$ cat config.mk
export PLATFORM = sky130hd
export DESIGN_NAME = sci_csr_top
export DESIGN_NICKNAME = d
export VERILOG_FILES = /design/src/rtl/sci_csr_pkg.sv /design/src/rtl/sci_csr_decode.sv /design/src/rtl/sci_csr_cfg.sv /design/src/rtl/sci_csr_flags.sv /design/src/rtl/sci_csr_irq.sv /design/src/rtl/sci_csr_top.sv
export SDC_FILE = /design/constraint.sdc
export NUM_CORES = 1
export LEC_CHECK = 0
export ABC_AREA = 1
export BUFFER_PORTS_ARGS = -buffer_cell sky130_fd_sc_hd__buf_2
export CAP_MARGIN = 20
export CORE_MARGIN = 8
export CORE_UTILIZATION = 35
export CTS_CLUSTER_SIZE = 30
export DETAILED_ROUTE_END_ITERATION = 6
export HOLD_SLACK_MARGIN = 0.12
export SYNTH_ARGS = -nofsm -noshare
export SYNTH_HDL_FRONTEND = slang
export SYNTH_SLANG_ARGS = --single-unit
export TNS_END_PERCENT = 5
$ cat constraint.sdc
create_clock -name clk -period 3.41 [get_ports clk]
set_clock_uncertainty 0.05 [all_clocks]
set_input_delay 0.341 -clock clk [delete_from_list [all_inputs] [get_ports clk]]
set_output_delay 0.341 -clock clk [all_outputs]
set_load 0.1 [all_outputs]
$ cat src/rtl/sci_csr_pkg.sv
package sci_csr_pkg;

  // Word offsets; the receive and transmit neighbours rely on these positions.
  localparam int unsigned REG_MODE = 0;
  localparam int unsigned REG_BAUD = 1;
  localparam int unsigned REG_CTRL = 2;
  localparam int unsigned REG_TXD  = 3;
  localparam int unsigned REG_STAT = 4;
  localparam int unsigned REG_RXD  = 5;
  localparam int unsigned REG_FCTL = 6;
  localparam int unsigned REG_RCNT = 7;
  localparam int unsigned REG_PORT = 8;
  localparam int unsigned REG_LINE = 9;
  localparam int unsigned NUM_REGS = 10;

  localparam logic [7:0] MODE_MASK = 8'h7B;
  localparam logic [7:0] CTRL_MASK = 8'hFA;
  localparam logic [7:0] PORT_MASK = 8'hF3;
  localparam logic [7:0] BAUD_RST  = 8'hFF;
  localparam logic [7:0] CTRL_RST  = 8'h20;

  localparam int unsigned CTRL_TXEN = 5;
  localparam int unsigned CTRL_RIE  = 6;
  localparam int unsigned CTRL_TIE  = 7;

  localparam int unsigned ST_TEND = 6;
  localparam int unsigned ST_TDE  = 5;
  localparam int unsigned ST_BRK  = 4;
  localparam int unsigned ST_RDF  = 1;
  localparam int unsigned ST_DR   = 0;

  localparam int unsigned FCTL_CLR = 1;

  typedef struct packed {
    logic tend;
    logic tde;
    logic brk;
    logic rdf;
    logic dr;
  } stat_t;

  localparam stat_t STAT_RST = '{tend: 1'b1, tde: 1'b1, brk: 1'b0, rdf: 1'b0, dr: 1'b0};

  function automatic logic [4:0] trig_level(input logic [1:0] code);
    case (code)
      2'd0:    trig_level = 5'd1;
      2'd1:    trig_level = 5'd4;
      2'd2:    trig_level = 5'd8;
      default: trig_level = 5'd14;
    endcase
  endfunction

  function automatic logic [7:0] stat_byte(input stat_t f);
    logic [7:0] b;
    b = 8'h00;
    b[ST_TEND] = f.tend;
    b[ST_TDE]  = f.tde;
    b[ST_BRK]  = f.brk;
    b[ST_RDF]  = f.rdf;
    b[ST_DR]   = f.dr;
    return b;
  endfunction

endpackage

$ cat src/rtl/sci_csr_decode.sv
module sci_csr_decode
  import sci_csr_pkg::*;
#(
  parameter int IDX_W = 4
) (
  input  logic                acc_sel,
  input  logic                acc_wr,
  input  logic [IDX_W-1:0]    acc_idx,
  output logic [NUM_REGS-1:0] wr_hit,
  output logic [NUM_REGS-1:0] rd_hit
);

  for (genvar g = 0; g < NUM_REGS; g++) begin : g_hit
    logic match;
    assign match     = (acc_idx == IDX_W'(g));
    assign wr_hit[g] = acc_sel &  acc_wr & match;
    assign rd_hit[g] = acc_sel & ~acc_wr & match;
  end

endmodule

$ cat src/rtl/sci_csr_cfg.sv
module sci_csr_cfg
  import sci_csr_pkg::*;
#(
  parameter int DATA_W = 16
) (
  input  logic              clk,
  input  logic              rst_n,
  input  logic              mode_we,
  input  logic              baud_we,
  input  logic              ctrl_we,
  input  logic              fctl_we,
  input  logic              port_we,
  input  logic [DATA_W-1:0] wdata,
  output logic [7:0]        mode_q,
  output logic [7:0]        baud_q,
  output logic [7:0]        ctrl_q,
  output logic [7:0]        port_q,
  output logic [DATA_W-1:0] fctl_q,
  output logic              fifo_clr
);

  logic [7:0] mode_d, ctrl_d, port_d;
  logic       clr_d;

  always_comb begin
    mode_d = wdata[7:0] & MODE_MASK;
    ctrl_d = wdata[7:0] & CTRL_MASK;
    port_d = wdata[7:0] & PORT_MASK;
    clr_d  = fctl_we & wdata[FCTL_CLR];
  end

  always_ff @(posedge clk or negedge rst_n) begin
    if (!rst_n) begin
      mode_q   <= 8'h00;
      baud_q   <= BAUD_RST;
      ctrl_q   <= CTRL_RST;
      port_q   <= 8'h00;
      fctl_q   <= '0;
      fifo_clr <= 1'b0;
    end else begin
      if (mode_we) mode_q <= mode_d;
      if (baud_we) baud_q <= wdata[7:0];
      if (ctrl_we) ctrl_q <= ctrl_d;
      if (port_we) port_q <= port_d;
      if (fctl_we) fctl_q <= wdata;
      fifo_clr <= clr_d;
    end
  end

endmodule

$ cat src/rtl/sci_csr_flags.sv
module sci_csr_flags
  import sci_csr_pkg::*;
(
  input  logic  clk,
  input  logic  rst_n,
  input  logic  ctrl_we,
  input  logic  txen_new,
  input  logic  txen_q,
  input  logic  stat_we,
  input  stat_t stat_keep,
  input  logic  stat_re,
  input  logic  txd_we,
  input  logic  brk_evt,
  input  logic  full_evt,
  input  logic  dr_evt,
  output stat_t flags_q
);

  stat_t set_v, clr_v, flags_d;
  logic  rearm;

  always_comb begin
    rearm = stat_re & txen_q;

    set_v.tend = (ctrl_we & ~txen_new) | rearm;
    set_v.tde  = rearm;
    set_v.brk  = brk_evt;
    set_v.rdf  = full_evt;
    set_v.dr   = dr_evt;

    clr_v.tend = stat_we & ~stat_keep.tend;
    clr_v.tde  = (stat_we & ~stat_keep.tde) | txd_we;
    clr_v.brk  = stat_we & ~stat_keep.brk;
    clr_v.rdf  = stat_we & ~stat_keep.rdf;
    clr_v.dr   = stat_we & ~stat_keep.dr;

    // A set in the same cycle as a clear wins.
    flags_d = stat_t'(set_v | (flags_q & ~clr_v));
  end

  always_ff @(posedge clk or negedge rst_n) begin
    if (!rst_n) flags_q <= STAT_RST;
    else        flags_q <= flags_d;
  end

endmodule

$ cat src/rtl/sci_csr_irq.sv
module sci_csr_irq (
  input  logic       clk,
  input  logic       rst_n,
  input  logic       ctrl_we,
  input  logic       tie_new,
  input  logic       rie_new,
  input  logic       rie_q,
  input  logic       stat_we,
  input  logic       stat_keep_rx,
  input  logic       full_evt,
  input  logic       txd_we,
  input  logic [7:0] txd_byte,
  output logic       tx_irq,
  output logic       rx_irq,
  output logic       tx_stb,
  output logic [7:0] tx_byte
);

  logic rie_eff, rx_set, rx_clr, rx_irq_d, tx_irq_d;

  always_comb begin
    rie_eff  = ctrl_we ? rie_new : rie_q;
    rx_set   = full_evt & rie_eff;
    rx_clr   = (ctrl_we & ~rie_new) | (stat_we & ~stat_keep_rx);
    rx_irq_d = rx_set | (rx_irq & ~rx_clr);
    tx_irq_d = ctrl_we ? tie_new : tx_irq;
  end

  always_ff @(posedge clk or negedge rst_n) begin
    if (!rst_n) begin
      tx_irq  <= 1'b0;
      rx_irq  <= 1'b0;
      tx_stb  <= 1'b0;
      tx_byte <= 8'h00;
    end else begin
      tx_irq <= tx_irq_d;
      rx_irq <= rx_irq_d;
      tx_stb <= txd_we;
      if (txd_we) tx_byte <= txd_byte;
    end
  end

endmodule

$ cat src/rtl/sci_csr_top.sv
module sci_csr_top
  import sci_csr_pkg::*;
#(
  parameter int IDX_W  = 4,
  parameter int DATA_W = 16,
  parameter int CNT_W  = 5
) (
  input  logic              clk,
  input  logic              rst_n,
  input  logic              bus_sel,
  input  logic              bus_wr,
  input  logic [IDX_W-1:0]  bus_word,
  input  logic [DATA_W-1:0] bus_wdata,
  output logic [DATA_W-1:0] bus_rdata,
  input  logic [7:0]        rx_data,
  input  logic [CNT_W-1:0]  rx_level,
  input  logic              rx_full_evt,
  input  logic              rx_break_evt,
  input  logic              rx_dr_evt,
  output logic              rx_pop,
  output logic [4:0]        rx_trig,
  output logic              fifo_clr,
  output logic              tx_stb,
  output logic [7:0]        tx_byte,
  output logic              tx_irq,
  output logic              rx_irq
);

  logic [NUM_REGS-1:0] wr_hit, rd_hit;
  logic [7:0]          mode_q, baud_q, ctrl_q, port_q;
  logic [DATA_W-1:0]   fctl_q;
  stat_t               flags_q, stat_keep;
  logic                txen_q;
  logic                unused_hits;

  sci_csr_decode #(.IDX_W(IDX_W)) u_dec (
    .acc_sel (bus_sel),
    .acc_wr  (bus_wr),
    .acc_idx (bus_word),
    .wr_hit  (wr_hit),
    .rd_hit  (rd_hit)
  );

  sci_csr_cfg #(.DATA_W(DATA_W)) u_cfg (
    .clk      (clk),
    .rst_n    (rst_n),
    .mode_we  (wr_hit[REG_MODE]),
    .baud_we  (wr_hit[REG_BAUD]),
    .ctrl_we  (wr_hit[REG_CTRL]),
    .fctl_we  (wr_hit[REG_FCTL]),
    .port_we  (wr_hit[REG_PORT]),
    .wdata    (bus_wdata),
    .mode_q   (mode_q),
    .baud_q   (baud_q),
    .ctrl_q   (ctrl_q),
    .port_q   (port_q),
    .fctl_q   (fctl_q),
    .fifo_clr (fifo_clr)
  );

  assign txen_q = ctrl_q[CTRL_TXEN];

  always_comb begin
    stat_keep.tend = bus_wdata[ST_TEND];
    stat_keep.tde  = bus_wdata[ST_TDE];
    stat_keep.brk  = bus_wdata[ST_BRK];
    stat_keep.rdf  = bus_wdata[ST_RDF];
    stat_keep.dr   = bus_wdata[ST_DR];
  end

  sci_csr_flags u_flags (
    .clk       (clk),
    .rst_n     (rst_n),
    .ctrl_we   (wr_hit[REG_CTRL]),
    .txen_new  (bus_wdata[CTRL_TXEN]),
    .txen_q    (txen_q),
    .stat_we   (wr_hit[REG_STAT]),
    .stat_keep (stat_keep),
    .stat_re   (rd_hit[REG_STAT]),
    .txd_we    (wr_hit[REG_TXD]),
    .brk_evt   (rx_break_evt),
    .full_evt  (rx_full_evt),
    .dr_evt    (rx_dr_evt),
    .flags_q   (flags_q)
  );

  sci_csr_irq u_irq (
    .clk          (clk),
    .rst_n        (rst_n),
    .ctrl_we      (wr_hit[REG_CTRL]),
    .tie_new      (bus_wdata[CTRL_TIE]),
    .rie_new      (bus_wdata[CTRL_RIE]),
    .rie_q        (ctrl_q[CTRL_RIE]),
    .stat_we      (wr_hit[REG_STAT]),
    .stat_keep_rx (bus_wdata[ST_RDF] & bus_wdata[ST_DR]),
    .full_evt     (rx_full_evt),
    .txd_we       (wr_hit[REG_TXD]),
    .txd_byte     (bus_wdata[7:0]),
    .tx_irq       (tx_irq),
    .rx_irq       (rx_irq),
    .tx_stb       (tx_stb),
    .tx_byte      (tx_byte)
  );

  // Read-only and unmapped offsets have no consumer for their strobes.
  assign unused_hits = ^{wr_hit[REG_RXD], wr_hit[REG_RCNT], wr_hit[REG_LINE],
                         rd_hit[REG_TXD], rd_hit[REG_LINE]};

  always_comb begin
    bus_rdata = '0;
    if (rd_hit[REG_MODE]) bus_rdata = DATA_W'(mode_q);
    if (rd_hit[REG_BAUD]) bus_rdata = DATA_W'(baud_q);
    if (rd_hit[REG_CTRL]) bus_rdata = DATA_W'(ctrl_q);
    if (rd_hit[REG_STAT]) bus_rdata = DATA_W'(stat_byte(flags_q));
    if (rd_hit[REG_RXD])  bus_rdata = DATA_W'(rx_data);
    if (rd_hit[REG_FCTL]) bus_rdata = fctl_q;
    if (rd_hit[REG_RCNT]) bus_rdata = DATA_W'(rx_level);
    if (rd_hit[REG_PORT]) bus_rdata = DATA_W'(port_q);
  end

  assign rx_pop  = rd_hit[REG_RXD];
  assign rx_trig = trig_level(fctl_q[7:6]);

endmodule

==> impl_metrics.tcl <==
set metrics [dict create \
    status "completed" \
    cts_root_buf "clkbuf_8" \
    synth_area_sq_um 2850 \
    hold_violations 0 \
    final_max_slew_viol_count 0 \
    critPathRequiredTime_ns 3.02 \
    grt_usage_pct 15.3 \
    grt_setup_unrepaired "no" \
    yosysWarnings 0 \
    synthDistinctLibCells 27 \
    setup_violations 0 \
    num_vias 2588 \
    cts_max_level 3 \
    numClockSinks 58 \
    reg2reg_to "u_flags.flags_q[3]" \
    yosysSeqAreaShare_pct 51.4 \
    fp.coreArea_sq_um 8050 \
    finalNetCount 479 \
    worst_pin_slew_ns 0.756 \
    start_kind "primary input" \
    die_y_um 106 \
    r2r_slack_ns 2.53 \
    worstRegToRegCells 2 \
    cp.depth 9 \
    grt_first_pass_wirelength_mm 13.4 \
    insertion_delay_ns 0.34 \
    p_leak_nw 1.87 \
    dp_cells 531 \
    start_util_pct 35.4 \
    hold_path.class "primary input to flip-flop" \
    final_common_cell "nand2_1" \
    grt_antenna_before_repair 0 \
    antenna_left 0 \
    boundaryPins 74 \
    synth_area_leaders "dfrtp_1 (41%), nand2_1 (14%), dfstp_2 (10%)" \
    setup-tns-final_ns 0 \
    drt_iter0_markers 153 \
    yosysTopAreaCell "dfrtp_1" \
    port-buffer-count 72 \
    crit_type "primary input to primary output" \
    cpLargestDelayFamily "buffers and inverters" \
    hold_end "u_flags.flags_q[2]" \
    fmax_mhz 430 \
    finalCriticalPeriod_ns 2.33 \
    fp.dieW_um 106 \
    grt_pass1_vias 2615 \
    crit_arrival_ns 1.93 \
    final_cell_mix "nand2_1 (108), buf_2 (72), dfrtp_1 (47), inv_1 (38), nor2_1 (38)" \
    cts_tree "built" \
    crit_path_end_kind "primary output" \
    grt-ovfl-total 0 \
    synthCells 365 \
    gp_congestion 0.922 \
    cp-startpoint "bus_word[3]" \
    cts_made_buffers 9 \
    clock_path_buffers 2 \
    layout-drive-gt1-share_pct 27.7 \
    p_total_w 0.00194 \
    diodes 0 \
    r2r_start "u_cfg.ctrl_q[5]" \
    ys_seq_elements 58 \
    critPathMaxFanout 17 \
    maxCapViolCount 0 \
    holdWs_ns 0.142 \
    grt_max_degree 34 \
    crit_path_top_delay_cell "buf_2" \
    syn_nets 405 \
    path_clk_slew_ns 0.07 \
    core.rowCount 33 \
    via_per_inst 4.71 \
    ir_worst_vdd_uv 315 \
    power-per-cell-area_nw_per_um2 556 \
    hp-start "rx_break_evt" \
    crit_chain "buf_2 > inv_1 > nand2_1 > nor2_4 > nand2_4 > inv_1 > a21oi_1 > a31oi_1 > buf_2" \
    final.period_utilization_pct 68.2 \
    hold_path_depth 3 \
    first_pass_iters 5 \
    final_cells 549 \
    synth_top_area_share_pct 41.2 \
    worst-path-buf-inv 4 \
    postCtsResizedCells 0 \
    dpl.hpwl_mm 6.20 \
    die-area_sq_um 11300 \
    wirelength_mm 8.23 \
    wl_per_cell_um 15.0 \
    syn2layout_area_growth_pct 22.6 \
    post_cts_buffers 0 \
    remaining_drc_errors 0 \
    synth_area_per_cell_sq_um 7.81 \
    relSlewSlack_pct 49.6 \
    cts_hold_buf 1 \
    max_stage_delay_ns 0.45 \
]
==> worst min-delay path: stages <==
cell	delay, ns
buf_2	0.08
inv_1	0.03
nand2_1	0.05
==> cells in the mapped netlist <==
master / n
nand4_1: 3
nand3_1: 14
buf_4: 1
nor2_2: 4
buf_6: 1
nor4_2: 1
nor2_1: 38
a31oi_1: 1
o21ai_0: 22
nand2_4: 2
dfstp_2: 11
dfrtp_1: 47
inv_1: 38
or2_0: 1
nand3b_1: 1
clkbuf_1: 3
inv_2: 5
a21oi_1: 13
nand2_2: 5
nor2_4: 6
o21bai_1: 1
conb_1: 1
or2_1: 2
o21ai_1: 27
nor3_1: 2
buf_2: 7
nand2_1: 108
==> power by group <==
part	leakage [nW]	total, W	switching [W]	internal, W
Clock	0.0851	0.000560	0.000281	0.000279
Sequential	0.685	0.000887	0.0000632	0.000824
Combinational	1.10	0.000497	0.000393	0.000104
==> layer usage <==
metal | track usage (%) | up-vias | wire length [um]
met3 | 3.87 | 17 | 476
met2 | 24.5 | 75 | 3830
met4 | 8.54 | 0 | 269
met5 | 0 | - | 0
li1 | - | 1290 | -
met1 | 18.5 | 1206 | 3650
==> logic make-up after synthesis <==
kind of cell           after synthesis  synth area share [%]
AND/OR/NAND/NOR                    187                  29.2
buffers and inverters               55                  7.94
other                                1                 0.132
AO/OA/AOI/OAI                       64                  11.4
flip-flops                          58                  51.4
==> worst max path at each step <==
stage              endpoint  slack (ns)
5_1_grt        bus_rdata[1]        0.92
3_3_place_gp   bus_rdata[2]        1.09
2_1_floorplan  bus_rdata[2]        0.10
3_5_place_dp   bus_rdata[2]        1.08
6_report       bus_rdata[2]        1.08
4_1_cts        bus_rdata[2]        1.08
==> through the flow <==
stage / area (sq um) / setup slack [ns] / util (%)
2_1_floorplan: 2850 / 0.105 / -
3_3_place_gp: 3290 / 1.09 / 40.8
3_5_place_dp: 3290 / 1.08 / 40.8
4_1_cts: 3470 / 1.08 / 43.1
5_1_grt: 3490 / 0.917 / 43.4
6_report: 3490 / 1.08 / 43.4
==> final cells by class <==
type                    instances  area, sq um
inverters                      43          161
multi-input cells             252         1160
fillers                       869         4560
repair buffers                 75          405
clock inverters                 5         30.0
flip-flops and latches         58         1470
clock buffers                  11          141
well taps                     105          131
==> flip-flops by register name, summed over array words and instances (netlist names) <==
signal and cells:
u_cfg.fctl_q 16, u_cfg.baud_q 8, u_irq.tx_byte 8, u_cfg.mode_q 6, u_cfg.port_q 6, u_cfg.ctrl_q 5, u_flags.flags_q 5, u_cfg.fifo_clr 1
u_irq.rx_irq 1, u_irq.tx_irq 1, u_irq.tx_stb 1
Power figures use the tool's default switching activity.
